==> config.mk <==
export PLATFORM = sky130hd
export DESIGN_NAME = tsbp_gen
export DESIGN_NICKNAME = d
export VERILOG_FILES = /design/src/rtl/tsbp_pkg.sv /design/src/rtl/tsbp_regbank.sv /design/src/rtl/tsbp_ptr_calc.sv /design/src/rtl/tsbp_gen.sv
export SDC_FILE = /design/constraint.sdc
export NUM_CORES = 1
export LEC_CHECK = 0
export CORE_MARGIN = 2
export CORE_UTILIZATION = 30
export DETAILED_ROUTE_END_ITERATION = 8
export PLACE_DENSITY = 0.48
export SETUP_SLACK_MARGIN = 0.5
export SYNTH_ARGS = -nofsm -noshare
export SYNTH_HDL_FRONTEND = slang
export SYNTH_SLANG_ARGS = --single-unit
==> constraint.sdc <==
create_clock -name clk -period 7 [get_ports clk]
set_input_delay 1.75 -clock clk [delete_from_list [all_inputs] [get_ports clk]]
set_output_delay 1.75 -clock clk [all_outputs]
set_load 0.1 [all_outputs]
==> src/rtl/tsbp_pkg.sv <==
package tsbp_pkg;
  localparam int DATA_W     = 64;
  localparam int CTX_W      = 13;
  localparam int CFG_W      = 3;
  localparam int SZ_W       = 4;
  localparam int IDX_LSB    = 4;
  localparam int SZ_LIM     = 12;
  localparam int PAGE_LSB   = 13;
  localparam int SPLIT_BIT  = 12;
  localparam int SHIFT_BASE = 9;
  localparam int SHIFT_STEP = 3;
  localparam int SEL_W      = 3;

  typedef enum logic [SEL_W-1:0] {
    REG_Z_PS0 = 3'd0,
    REG_Z_PS1 = 3'd1,
    REG_Z_CFG = 3'd2,
    REG_N_PS0 = 3'd3,
    REG_N_PS1 = 3'd4,
    REG_N_CFG = 3'd5
  } reg_sel_e;
endpackage

==> src/rtl/tsbp_regbank.sv <==
module tsbp_regbank
  import tsbp_pkg::*;
#(
  parameter int DW  = DATA_W,
  parameter int CW  = CFG_W,
  parameter int SW  = SEL_W,
  parameter int NPS = 2
) (
  input  logic                    clk,
  input  logic                    rst,
  input  logic                    wr_en,
  input  logic [SW-1:0]           wr_sel,
  input  logic [DW-1:0]           wr_data,
  input  logic                    ctx_zero,
  output logic [NPS-1:0][DW-1:0]  sel_base,
  output logic [CW-1:0]           sel_cfg
);
  logic [NPS-1:0][DW-1:0] base_z, base_n;
  logic [CW-1:0]          cfg_z, cfg_n;

  // One base register per page size in each bank.
  // Bank layout: codes 0..NPS-1 zero-context bases, NPS zero cfg,
  // NPS+1.. nonzero bases, 2*NPS+1 nonzero cfg.
  for (genvar j = 0; j < NPS; j++) begin : g_base
    always_ff @(posedge clk) begin
      if (rst) begin
        base_z[j] <= '0;
        base_n[j] <= '0;
      end else if (wr_en) begin
        if (wr_sel == SW'(j))
          base_z[j] <= wr_data;
        if (wr_sel == SW'(NPS + 1 + j))
          base_n[j] <= wr_data;
      end
    end
  end

  always_ff @(posedge clk) begin
    if (rst) begin
      cfg_z <= '0;
      cfg_n <= '0;
    end else if (wr_en) begin
      if (wr_sel == SW'(NPS))
        cfg_z <= wr_data[CW-1:0];
      if (wr_sel == SW'(2 * NPS + 1))
        cfg_n <= wr_data[CW-1:0];
    end
  end

  always_comb begin
    sel_base = ctx_zero ? base_z : base_n;
    sel_cfg  = ctx_zero ? cfg_z  : cfg_n;
  end
endmodule

==> src/rtl/tsbp_ptr_calc.sv <==
module tsbp_ptr_calc
  import tsbp_pkg::*;
#(
  parameter int DW       = DATA_W,
  parameter int CW       = CFG_W,
  parameter int ZW       = SZ_W,
  parameter bit SPLIT_EN = 1'b0
) (
  input  logic [DW-1:0] base_i,
  input  logic [CW-1:0] cfg_i,
  input  logic [DW-1:0] tag_i,
  output logic [DW-1:0] ptr_o
);
  localparam int SHW = $clog2(SHIFT_BASE + SHIFT_STEP * ((1 << CW) - 1) + 1);
  localparam logic [DW-1:0] HI_MASK = {{(DW-PAGE_LSB){1'b1}}, {PAGE_LSB{1'b0}}};

  logic [ZW-1:0]  n_eff;
  logic [SHW-1:0] shamt;
  logic [DW-1:0]  shifted, mask, split_v;

  always_comb begin
    n_eff   = (base_i[ZW-1:0] > ZW'(SZ_LIM)) ? ZW'(SZ_LIM) : base_i[ZW-1:0];
    shamt   = SHW'(SHIFT_BASE) + SHW'(cfg_i) * SHW'(SHIFT_STEP);
    shifted = tag_i >> shamt;
    for (int b = 0; b < DW; b++)
      mask[b] = (b >= IDX_LSB) && (b <= SZ_LIM + int'(n_eff));
  end

  if (SPLIT_EN) begin : g_split
    always_comb
      split_v = base_i[SPLIT_BIT] ? (DW'(1) << (PAGE_LSB + int'(n_eff))) : '0;
  end else begin : g_nosplit
    always_comb split_v = '0;
  end

  always_comb ptr_o = (base_i & HI_MASK) | (shifted & mask) | split_v;
endmodule

==> src/rtl/tsbp_gen.sv <==
module tsbp_gen
  import tsbp_pkg::*;
#(
  parameter int DW  = DATA_W,
  parameter int CXW = CTX_W,
  parameter int CW  = CFG_W,
  parameter int SW  = SEL_W
) (
  input  logic          clk,
  input  logic          rst,
  input  logic          wr_en,
  input  logic [SW-1:0] wr_sel,
  input  logic [DW-1:0] wr_data,
  input  logic [DW-1:0] tag_acc,
  input  logic          ps_sel,
  output logic [DW-1:0] ptr_out,
  output logic [DW-1:0] tgt_out
);
  localparam int NPS     = 2;
  localparam int TGT_SRC = 22;
  localparam int TGT_CTX = 48;

  logic                   ctx_zero;
  logic [NPS-1:0][DW-1:0] sel_base;
  logic [CW-1:0]          sel_cfg;
  logic [NPS-1:0][DW-1:0] ptr_ps;
  logic [DW-1:0]          cur_base;
  logic [DW-1:0]          tgt_next;

  always_comb ctx_zero = (tag_acc[CXW-1:0] == '0);

  tsbp_regbank #(.DW(DW), .CW(CW), .SW(SW), .NPS(NPS)) u_bank (
    .clk      (clk),
    .rst      (rst),
    .wr_en    (wr_en),
    .wr_sel   (wr_sel),
    .wr_data  (wr_data),
    .ctx_zero (ctx_zero),
    .sel_base (sel_base),
    .sel_cfg  (sel_cfg)
  );

  for (genvar j = 0; j < NPS; j++) begin : g_ps
    tsbp_ptr_calc #(.DW(DW), .CW(CW), .ZW(SZ_W), .SPLIT_EN(j == 1)) u_calc (
      .base_i (sel_base[j]),
      .cfg_i  (sel_cfg),
      .tag_i  (tag_acc),
      .ptr_o  (ptr_ps[j])
    );
  end

  always_comb begin
    cur_base = sel_base[ps_sel];
    tgt_next = (DW'(tag_acc) >> TGT_SRC) | (DW'(tag_acc[CXW-1:0]) << TGT_CTX);
  end

  always_ff @(posedge clk) begin
    if (rst) begin
      ptr_out <= '0;
      tgt_out <= '0;
    end else begin
      ptr_out <= ptr_ps[ps_sel];
      tgt_out <= tgt_next;
    end
  end
endmodule

; Word level (Yosys, flattened, before mapping)
; Cells that the tools add are included.
[totals]
register_bits = 390
latch_bits = 0
ramBits = 0
mem_bits_ro = 0
out_inout_bits = 128
n_memories = 0
[classes]
addsub = 4
multipliers = 1
div_mod_pow = 0
magnitude_cmp = 123
eq_ne = 5
n_shift = 2
mux = 7
bitwise_logic = 6
reduce_logical = 8
[op_table]
columns = operator, n
row1 = "less-or-equal comparator 7 x 32 -> 1 bit, first input constant", 64
row2 = "less-or-equal comparator 6 x 32 -> 1 bit, first input constant", 32
row3 = "less-or-equal comparator 5 x 32 -> 1 bit, first input constant", 16
row4 = "less-or-equal comparator 4 x 32 -> 1 bit, first input constant", 8
row5 = 2-to-1 mux 64 bit, 3
row6 = bitwise OR 64 bit, 3
row7 = AND 64 bit, 2
row8 = 2-to-1 mux 128 bit, 1
row9 = "<< shifter 1 x 5 -> 64 bit, first input constant", 1
row10 = >> shifter 64 x 5 -> 64 bit, 1
row11 = bitwise OR 42 x 61 -> 61 bit, 1
row12 = "adder 4 x 4 -> 5 bit, first input constant", 3
row13 = zero test 13 bit, 1
row14 = AND reduction 2 bit, 6
row15 = "> comparator 4 bit, second input constant", 2
row16 = 2-to-1 mux 4 bit, 2
row17 = "equality test 3 x 2 -> 1 bit, second input constant", 2
row18 = "equality test 3 bit, second input constant", 2
row19 = "adder 4 x 5 -> 5 bit, first input constant", 1
row20 = "multiplier 3 x 2 -> 5 bit, second input constant", 1
row21 = "equality test 3 x 1 -> 1 bit, second input constant", 1
row22 = zero test 3 bit, 1
row23 = 2-to-1 mux 3 bit, 1
row24 = "< comparator 1 x 2 -> 1 bit, second input constant", 1

; Logic depth before layout (Yosys ltp)
[logic_depth]
ltp_word = 11
mapped_depth = 19
depth_no_buf = 13

; Modules after synthesis
; From an unflattened synthesis, not the netlist that was laid out.
[unflattened]
cells_unflattened = 2503
area_unflattened_um2 = 25419.4
[by_module_without_submodules]
columns = module, n_inst, cells_per_inst, area_each_um2, seq_area_each_um2
row1 = tsbp_regbank, 1, 1070, 11833.8, 5245.0
row2 = tsbp_ptr_calc (g_ps[1].u_calc), 1, 600, 5220.0, 0.0
row3 = tsbp_ptr_calc (g_ps[0].u_calc), 1, 496, 4495.6, 0.0
row4 = tsbp_gen, 1, 337, 3870.0, 2382.3

; Least setup slack after synthesis
; No wires, ideal clock.
[synth_timing]
path_kind = input port to flip-flop
start = in tag_acc[1]
end = reg ptr_out[19]
setup_ns = 0.074
arrival_time_ns = 5.930
t_required_ns = 6.926
path_slack_ns = 0.996
path_stages = 18
path_buffers = 8
path_cell_list = nor4_2 -> and4_1 -> buf_4 -> mux2_4 -> buf_6 -> inv_4 -> buf_6 -> buf_6 -> buf_2 -> nor2_1 -> fa_1 -> clkbuf_1 -> clkbuf_1 -> clkbuf_1 -> mux4_2 -> mux2i_1 -> nand2_1 -> a31oi_1
[synth_between]
elab_chain_len = 11
word_cells_on_any_way = 24
[synth_lines]
columns = element, line_no
row1 = start: declaration, tsbp_gen.sv:14  ; input logic [DW-1:0] tag_acc,
row2 = "parallel branches: the longest is 9 deep, another holds multiplier 3 x 2 -> 5 bit", n/a
row3 = 2-to-1 mux 64 bit (not written as such) * (2 in a row), tsbp_gen.sv:62  ; ptr_out <= ptr_ps[ps_sel];
row4 = end signal: assignment, tsbp_gen.sv:62
row5 = end: declaration, tsbp_gen.sv:16  ; output logic [DW-1:0] ptr_out,
; Mark *: on every way between the ends. The select of a mux whose other input is x is not followed.
; A chain may end at the register's enable or synchronous reset.

; Worst setup path in the final report
[layout_timing]
start = in tag_acc[8]
end = reg ptr_out[22]
; The elaborated chain is that of the path after synthesis.

==> flow_metrics.py <==
metrics = {
    "run_status": {
        "status": "complete, no violations",
    },
    "synth": {
        "netlist.area_leader.share_pct": 41.5,
        "ys_types": 72,
        "synthTopCellsByArea": "dfxtp_1 (42%), nand2_1 (12%), mux4_2 (12%), a21oi_1 (7.5%), mux2i_1 (5.5%)",
        "yosysMostFrequentCell": "nand2_1",
        "synthCells": 1911,
        "synth-seq-cells": 347,
        "syn_area_mm2": 0.0167,
        "yosysTopAreaCell": "dfxtp_1",
        "ys_warn_count": 0,
        "synth_ff_type": "dfxtp_1",
        "syn_area_per_cell_um2": 8.75,
        "async_flop_share_pct": 0,
        "synth_edf_count": 0,
        "seq_area_frac_synth_pct": 41.5,
        "ys_top_cells_by_count": "nand2_1 (544), dfxtp_1 (347), a21oi_1 (250), clkbuf_1 (105), mux2i_1 (92)",
    },
    "clock_network": {
        "insertion_delay_ps": 590,
        "hold_buffers": 0,
        "cts_resized": 0,
        "cts_buffers": 41,
        "root_buffer": "clkbuf_16",
        "h-tree-depth": 2,
        "postCtsSetupRepairBufs": 0,
        "cts.clk_slew.worst_paths_ps": 60,
        "cts_buffer_depth": 3,
        "cts_tree": "built",
        "clock_sinks": 347,
    },
    "power_and_ir_drop": {
        "p_sw_share_pct": 28.9,
        "internal-power_uw": 3610,
        "peakVddDrop_mv": 0.159,
        "clkPwrFrac_pct": 43.7,
        "seqPwrFrac_pct": 40.5,
        "p_leak_uw": 0.00751,
        "p_switching_uw": 1470,
        "p_per_area_mw_per_mm2": 240,
        "power_frac_comb_pct": 15.8,
    },
    "setup_path": {
        "end_kind": "flip-flop",
        "timing.rr.end": "ptr_out[22]",
        "cp-start-kind": "input port",
        "crit_arrival_ps": 6170,
        "crit_start": "tag_acc[8]",
        "reg2regPathDepth": 7,
        "worstPathMaxFanout": 24,
        "reg2reg_slack_ps": 3310,
        "crit_required_ps": 7410,
        "critical_path_class": "in -> reg",
        "worstReg2RegStart": "u_bank.cfg_n[1]",
    },
    "timing": {
        "setup_tns_ps": 0,
        "maxSlewHeadroom_pct": 25.5,
        "rsz0062_at_grt": "false",
        "hold_ws_ps": 453,
        "max_freq_mhz": 174,
        "fin_skew_ps": 38.0,
        "maxSlewViolCount": 0,
        "min_period_over_period_pct": 82.2,
        "setup_viol": 0,
        "worstMarginPinSlew_ps": 1120,
        "layout_min_cycle_time_ps": 5760,
        "hold_violations": 0,
    },
    "routing": {
        "detail_route.iter0.violations": 1129,
        "wl_met1_mm": 25.8,
        "dr_wl_met3_mm": 3.24,
        "maxUsedRoutingLayer": "met4",
        "dr_wl_met2_mm": 28.6,
        "vias_per_cell": 5.13,
        "drc": 0,
        "routed_wirelength_mm": 59.2,
        "wl_per_cell_um": 20.6,
        "antenna_left": 0,
        "firstDrtPassIters": 5,
        "vias": 14752,
    },
    "place": {
        "port_buffers": 245,
        "dp_hpwl_mm": 39.5,
        "gp_congestion": 0.911,
    },
    "global_route": {
        "overflow": 0,
        "grt_pass1_vias": 14419,
        "grt_max_degree": 120,
        "grt_pass1_wl_mm": 88.7,
        "antenna_found_initial": 1,
        "grt_usage_pct": 20.1,
    },
    "floorplan": {
        "ios": 263,
        "dieArea_mm2": 0.0576,
        "initial_core_util_pct": 30.3,
        "core-area_mm2": 0.0551,
        "dieHeight_um": 240,
        "rows": 86,
        "die_w_um": 240,
    },
    "worst_hold_path": {
        "hold_class": "reg -> reg",
        "whs_path_depth": 2,
        "min_to": "u_bank.base_n[20]",
        "min_from": "u_bank.base_n[20]",
    },
    "finish": {
        "fin_nets": 2248,
        "layout-drive-gt1-share_pct": 10.8,
        "area_growth_pct": 26.8,
        "fillers": 5674,
    },
    "flow_run": {
        "drv_cap": 0,
    },
}
==> placed cells by master, fill, tap and decap left out, types with 4 or more instances in the layout <==
cell type / instances
nor2b_1: 61
clkbuf_16: 41
or3_1: 6
nor2_1: 73
dfxtp_1: 347
a21oi_1: 249
a22oi_1: 17
nand2b_1: 8
clkdlybuf4s50_1: 243
mux2_2: 9
nand3_1: 31
inv_1: 14
and2_1: 37
mux2i_1: 92
a41oi_1: 7
and3_1: 4
nor3_1: 14
buf_4: 35
nand3b_1: 5
nand4_1: 11
o22ai_1: 8
clkbuf_8: 11
o21ai_0: 10
clkinv_2: 6
clkbuf_1: 7
o221ai_1: 15
nand2_1: 544
a31oi_1: 16
mux4_2: 87
conb_1: 9
a311oi_1: 5
ha_1: 16
o2111ai_1: 5
==> metrics by stage <==
step,cells,cell area (µm²),utilization (%),power [µW],setup WS [ps]
3_3_place_gp,2801,19800,35.9,2900,758
2_1_floorplan,1919,16700,-,2620,996
5_1_grt,2874,21200,38.5,5260,1140
6_report,2875,21200,38.5,5080,1240
4_1_cts,2874,21200,38.5,5140,1300
3_5_place_dp,2801,19800,35.9,2900,690
==> power by group through the flow <==
stage / clock network [µW] / logic [µW] / registers (µW)
6_report: 2220 / 800 / 2060
3_3_place_gp: 0 / 796 / 2100
4_1_cts: 2280 / 801 / 2060
5_1_grt: 2360 / 842 / 2060
3_5_place_dp: 0 / 799 / 2100
2_1_floorplan: 0 / 304 / 2320
==> registers in the layout (all words and copies together) (netlist names) <==
register and cells:
u_bank.cfg_z 3, u_bank.cfg_n 3, ptr_out 64, u_bank.base_z 111
u_bank.base_n 111, tgt_out 55
==> per-layer routing <==
metal,global-route usage (%),vias to the layer above
met2,33.4,437
met4,5.74,0
met1,26.6,7204
met3,3.59,86
li1,-,7025
met5,0,-
==> layout make-up <==
cell class                      count  area [µm²]  share of cell area, %
Timing Repair Buffer              280        2720                   12.8
Sequential cell                   347        6950                   32.8
Inverter                           19        73.8                  0.348
Clock buffer                       59        1200                   5.68
Multi-Input combinational cell   1407        9120                   43.0
Tap cell                          748         936                   4.41
Clock inverter                     14         201                  0.950
Antenna cell                        1        2.50                 0.0118
==> kinds of logic after synthesis <==
kind of cell | count (synthesis) | synth area share (%)
compound gates | 372 | 13.3
buf+inv | 165 | 4.46
xor+xnor | 5 | 0.262
other cells | 1 | 0.0224
simple gates | 814 | 21.1
mux | 190 | 18.0
fa+ha+maj | 17 | 1.32
flops | 347 | 41.5
==> worst max-delay path, stage by stage <==
cell	delay [ps]
clkdlybuf4s50_1	490
nor3_1	370
and4_2	300
mux2_4	400
ha_1	370
fa_2	960
buf_4	270
mux4_2	370
mux4_2	520
o32ai_1	350
==> worst max-delay path by stage <==
| stage | slack [ps] | end | depth (start not counted) |
|---|---|---|---|
| 6_report | 1240 | ptr_out[22] | 10 |
| 5_1_grt | 1140 | ptr_out[22] | 10 |
| 4_1_cts | 1300 | ptr_out[22] | 10 |
| 3_5_place_dp | 690 | ptr_out[22] | 10 |
| 3_3_place_gp | 760 | ptr_out[22] | 10 |
| 2_1_floorplan | 1000 | ptr_out[19] | 18 |
No activity file was read; power rests on OpenSTA's default activity.
